<file path="config.mk">
export PLATFORM = sky130hd
export DESIGN_NAME = ind_addr_gen
export DESIGN_NICKNAME = d
export VERILOG_FILES = /design/src/rtl/ind_addr_gen.sv
export SDC_FILE = /design/constraint.sdc
export NUM_CORES = 1
export LEC_CHECK = 0
export ABC_AREA = 1
export BUFFER_PORTS_ARGS = -buffer_cell sky130_fd_sc_hd__buf_2
export CAP_MARGIN = 30
export CORE_MARGIN = 8
export CORE_UTILIZATION = 40
export CTS_CLUSTER_SIZE = 16
export DETAILED_ROUTE_END_ITERATION = 12
export PLACE_DENSITY = 0.62
export SLEW_MARGIN = 0
export SYNTH_ARGS = -nofsm -noshare
export SYNTH_HDL_FRONTEND = slang
export SYNTH_SLANG_ARGS = --single-unit
</file>
<file path="constraint.sdc">
create_clock -name clk_i -period 2.09 [get_ports clk_i]
set_input_delay 0.1045 -clock clk_i [delete_from_list [all_inputs] [get_ports clk_i]]
set_output_delay 0.1045 -clock clk_i [all_outputs]
set_load 0.02 [all_outputs]
</file>
<file path="src/rtl/ind_addr_gen.sv">
module ind_addr_gen #(
  parameter int unsigned AW = 16,
  parameter int unsigned BW = 8,
  parameter int unsigned NP = 4,
  localparam int unsigned IW = $clog2(NP)
) (
  input  logic             clk_i,
  input  logic             rst_i,
  input  logic [IW-1:0]    ptr_sel_i,
  input  logic             mode_i,
  input  logic [1:0]       size_i,
  input  logic             stk_user_i,
  input  logic             done_i,
  input  logic [BW-1:0]    dbank_i,
  input  logic [BW-1:0]    xbank_i,
  input  logic [BW-1:0]    sbank_i,
  input  logic [BW-1:0]    ubank_i,
  input  logic             wr_en_i,
  input  logic [IW-1:0]    wr_idx_i,
  input  logic [AW-1:0]    wr_data_i,
  output logic [AW+BW-1:0] ea_o,
  output logic [NP*AW-1:0] ptr_o
);

  logic [AW-1:0] ptr_q [NP];
  logic [AW-1:0] cur;
  logic [AW-1:0] step;
  logic [BW-1:0] bank;
  logic          inc_go;

  assign cur    = ptr_q[ptr_sel_i];
  assign inc_go = mode_i & done_i;

  always_comb begin
    unique case (size_i)
      2'd0:    step = AW'(1);
      2'd1:    step = AW'(2);
      default: step = AW'(4);
    endcase
  end

  always_comb begin
    unique case (ptr_sel_i)
      2'd0, 2'd1: bank = dbank_i;
      2'd2:       bank = xbank_i;
      default:    bank = stk_user_i ? ubank_i : sbank_i;
    endcase
  end

  assign ea_o = {bank, cur};

  for (genvar k = 0; k < NP; k++) begin : g_ptr
    always_ff @(posedge clk_i) begin
      if (rst_i)
        ptr_q[k] <= '0;
      else if (wr_en_i && wr_idx_i == IW'(k))
        ptr_q[k] <= wr_data_i;
      else if (inc_go && ptr_sel_i == IW'(k))
        ptr_q[k] <= ptr_q[k] + step;
    end
    assign ptr_o[k*AW +: AW] = ptr_q[k];
  end

  AST_EA_LOW: assert property (@(posedge clk_i) disable iff (rst_i)
    ea_o[AW-1:0] == ptr_o[ptr_sel_i*AW +: AW]);
  AST_BANK_DATA: assert property (@(posedge clk_i) disable iff (rst_i)
    (ptr_sel_i < 2) |-> ea_o[AW+BW-1:AW] == dbank_i);
  AST_BANK_EXTRA: assert property (@(posedge clk_i) disable iff (rst_i)
    (ptr_sel_i == 2) |-> ea_o[AW+BW-1:AW] == xbank_i);
  AST_BANK_STACK: assert property (@(posedge clk_i) disable iff (rst_i)
    (ptr_sel_i == 3) |-> ea_o[AW+BW-1:AW] == (stk_user_i ? ubank_i : sbank_i));
  AST_POST_INC: assert property (@(posedge clk_i) disable iff (rst_i)
    (mode_i && done_i && !(wr_en_i && wr_idx_i == ptr_sel_i)) |=>
      ptr_o[$past(ptr_sel_i)*AW +: AW] ==
        AW'($past(ea_o[AW-1:0]) + ($past(size_i) == 0 ? 1 : $past(size_i) == 1 ? 2 : 4)));
  AST_HOLD: assert property (@(posedge clk_i) disable iff (rst_i)
    !(mode_i && done_i) && !wr_en_i |=> $stable(ptr_o));
  AST_WR_WINS: assert property (@(posedge clk_i) disable iff (rst_i)
    wr_en_i |=> ptr_o[$past(wr_idx_i)*AW +: AW] == $past(wr_data_i));
  AST_RESET: assert property (@(posedge clk_i)
    rst_i |=> ptr_o == '0);

endmodule

</file>
==> flow_summary_export.csv <==
group,metric,value,unit
run_status,run_status,"finished clean",
timing,holdWs,59.0,ps
drt,routed_wirelength,21.2,mm
clocking,clock-sinks,64,
worst_hold_path,worstHoldPathCells,3,
floorplanning,initial_core_util,40.5,%
timing,setup_tns,0,ps
worst_hold_path,timing.hold.worst.class,"in2reg",
setup_path,cp_data_required_time,2190,ps
floorplanning,num_rows,42,
cells_and_area,layout-drive-gt1-share,22.9,%
cells_and_area,biggestRegsByFlops,"ptr_q: 64 flops",
clocking,htree_levels,3,
global_routing,antenna_found_initial,0,
clocking,clockRootBuffer,"clkbuf_16",
setup_path,reg2reg_from,"ptr_q[2][1]$_SDFFCE_PN0P_",
yosys,proportion_of_synthesized_flip_flops_having_asynchronous_set_or_reset,0,%
global_routing,grt_max_degree,21,
cells_and_area,antennaDiodeCount,0,
setup_path,path_cells,"nand3_1 > nand2_1 > inv_1 > ha_1 > inv_1 > nand2_1 > nand2_1 > nand2_2 > nand2_1 > o21ai_0 > nand3_1 > nand2_1 > inv_1",
timing,worst_max_slew_pin_slew,804,ps
power,worst_ir_drop_vdd,0.418,mV
drt,drtPass1Iterations,5,
clocking,clkTransAtPathRegs,50,ps
placed_design,dp.final_hpwl,16.2,mm
setup_path,crit_slowest_cell,"edfxtp_1",
floorplanning,fp.dieW,131,um
placed_design,io_buffer_count,147,
yosys,post_synthesis_sequential_area_ratio,36.3,%
yosys,synth_edf_count,64,
yosys,synth.top_cells.by_area,"edfxtp_1 36%, nand2_1 17%, inv_1 8.2%, nand3_1 7.4%, o21ai_0 4.8%",
setup_path,cp-end-kind,"register",
setup_path,register_to_register_path_setup_slack,200,ps
worst_hold_path,min-delay-start,"wr_data_i[14]",
run,maxCapViolations,0,
floorplanning,floorplan.core_area,13100,um2
global_routing,overflow,0,
timing,finalWorstPathRequiredPeriod,1890,ps
timing,worst_clock_skew,4.98,ps
setup_path,timing.setup.critical_path_class,"reg2reg",
setup_path,crit_cells,13,
global_routing,grt_pass1_vias,5709,
clocking,clock_tree_from_tritoncts,"done",
drt,antenna_left,0,
global_routing,grt_total_usage,24.1,%
yosys,synth_seq_cells,64,
timing,final-max-slew-violation-count,0,
setup_path,critical_path_source_type,"register",
setup_path,timing.rr.end,"ptr_q[2][10]$_SDFFCE_PN0P_",
yosys,synthesis.nets,842,
drt,detail_route.vias_per_cell,5.43,
clocking,clk_path_buf_depth,2,
yosys,synth_area_per_cell,6.85,um2
yosys,top_post_synthesis_cells_by_count,"239 x nand2_1, 116 x inv_1, 78 x nand3_1, 64 x edfxtp_1, 51 x o21ai_0",
setup_path,worst_ep_arrival_time,1990,ps
floorplanning,floorplan.io_pins,148,
yosys,post-synth-top-count-cell,"nand2_1",
timing,grt_setup_unrepaired,"no",
yosys,synthesis.instances,774,
clocking,insertion_delay,350,ps
power,p_leak,3.28,nW
drt,wl_per_cell,18.9,um
yosys,yosys.area.top_type,"edfxtp_1",
yosys,netlist_area,5300,um2
drt,dr_total_vias,6084,
setup_path,critical_path_peak_fanout,6,
timing,max_freq,530,MHz
power,power_density,613,nW/um2
setup_path,critPathTopFamily,"simple AND/OR/NAND/NOR gates",
worst_hold_path,endpoint_worst_hold,"ptr_q[0][14]$_DFFE_PP_",
placed_design,place.gp.congestion,0.901,
floorplanning,floorplan.die_area,17200,um2
drt,residual_drc,0,
setup_path,worstPathBufferInverterCount,3,
drt,drtIter0Drc,572,
setup_path,ff2ff_path_depth,13,
global_routing,wire_length_of_the_first_global_routing_pass,32.6,mm
timing,post-route-period-util,90.3,%
setup_path,critical_path.most_common_cell,"nand2_1",
timing,setup_viol,0,
timing,worst_slew_margin_rel,46.2,%
yosys,ys_types,35,
cells_and_area,largest_register_ffs,64,
cells_and_area,finalNetCount,1008,
cells_and_area,registers.top_by_ff_count,"ptr_q",
yosys,yosys_warnings,0,
yosys,synth_flop_cell,"edfxtp_1",
yosys,post-synth-top-area-fraction,36.3,%
timing,hold_violations_final,0,
setup_path,cp_slowest_stage_delay,420,ps
cells_and_area,area_growth_syn_to_layout,25.0,%
clocking,tritoncts.num_buffers,9,
floorplanning,die_height,131,um
[cell families (layout without fill, tap and decap cells)]
family          count (synthesis)  in the layout  share of synthesized area (%)
flops                          64             64                           36.3
compound gates                140            140                           15.8
buf+inv                       143            314                           11.2
xor+xnor                        2              2                          0.330
simple gates                  417            417                           34.6
fa+ha+maj                       8              8                           1.89
[metrics by stage]
stage / total power [W] / util, % / cells / setup slack (ps) / instance area, um2
after floorplan: 0.00215 / - / 774 / 243 / 5300
after global placement: 0.00257 / 48.4 / 1103 / 197 / 6330
after detailed placement: 0.00257 / 48.4 / 1103 / 160 / 6330
after CTS: 0.00407 / 50.5 / 1119 / 122 / 6610
after global routing: 0.00423 / 50.7 / 1121 / 24.7 / 6630
final: 0.00406 / 50.7 / 1121 / 202 / 6630
[placed cells by master, fill, tap and decap left out, types with 4 or more instances in the layout]
master     Yosys  routed
nand4_1       26      26
o221ai_1       7       7
o21a_1         5       5
o22ai_1       15      15
o21ai_1        5       5
a22oi_1       12      12
o21ai_0       51      51
buf_2          5     147
o211ai_1       8       8
a21oi_1       30      30
nand3_1       78      78
buf_4          4      25
inv_2          7       7
nor2_4         6       6
nor2_2         4       4
inv_1        116     116
ha_1           8       8
edfxtp_1      64      64
nand2_2        6       7
clkbuf_16      0       9
nor3_1         9       9
nor2_1        45      45
nand2_1      239     238
[tightest hold or removal path: stages]
cell and delay (ps):
buf_2 100, nand2_1 50, nand2_1 50
[layer usage]
metal	vias up	global-route usage (%)	part of all wire [%]
met4	0	10.8	4.0
li1	2941	-	-
met3	49	7.16	9.1
met2	262	38.2	46
met5	-	0	0
met1	2832	29.5	41
[cell type report]
type                            count  area (um2)
Fill cell                        1372        6460
Inverter                          125         473
Timing Repair Buffer              173         943
Multi-Input combinational cell    567        2790
Clock inverter                      5        47.5
Sequential cell                    64        1920
Clock buffer                       11         233
Tap cell                          176         220
[worst max path at each step]
stage / from / end / slack [ps]
floorplan: ptr_q[2][1]$_SDFFCE_PN0P_ / ptr_q[2][10]$_SDFFCE_PN0P_ / 240
CTS: ptr_q[2][1]$_SDFFCE_PN0P_ / ptr_q[2][10]$_SDFFCE_PN0P_ / 120
global placement: size_i[1] / ptr_q[3][13]$_DFFE_PP_ / 200
detailed placement: ptr_q[2][1]$_SDFFCE_PN0P_ / ptr_q[2][10]$_SDFFCE_PN0P_ / 160
global route: ptr_q[1][1]$_DFFE_PP_ / ptr_q[1][4]$_DFFE_PP_ / 20
finish: ptr_q[2][1]$_SDFFCE_PN0P_ / ptr_q[2][10]$_SDFFCE_PN0P_ / 200
[where the power goes]
group | internal [W] | switching [W]
Combinational | 0.000289 | 0.000644
Clock | 0.000912 | 0.000587
Sequential | 0.00151 | 0.000117
[what timing repair did]
action                     4_1_cts  5_1_grt
setup endpoints to repair        0        3
buffers inserted                 0        2
hold buffers                     0        0
resized for setup                0        1
Power figures use the tool's default switching activity.
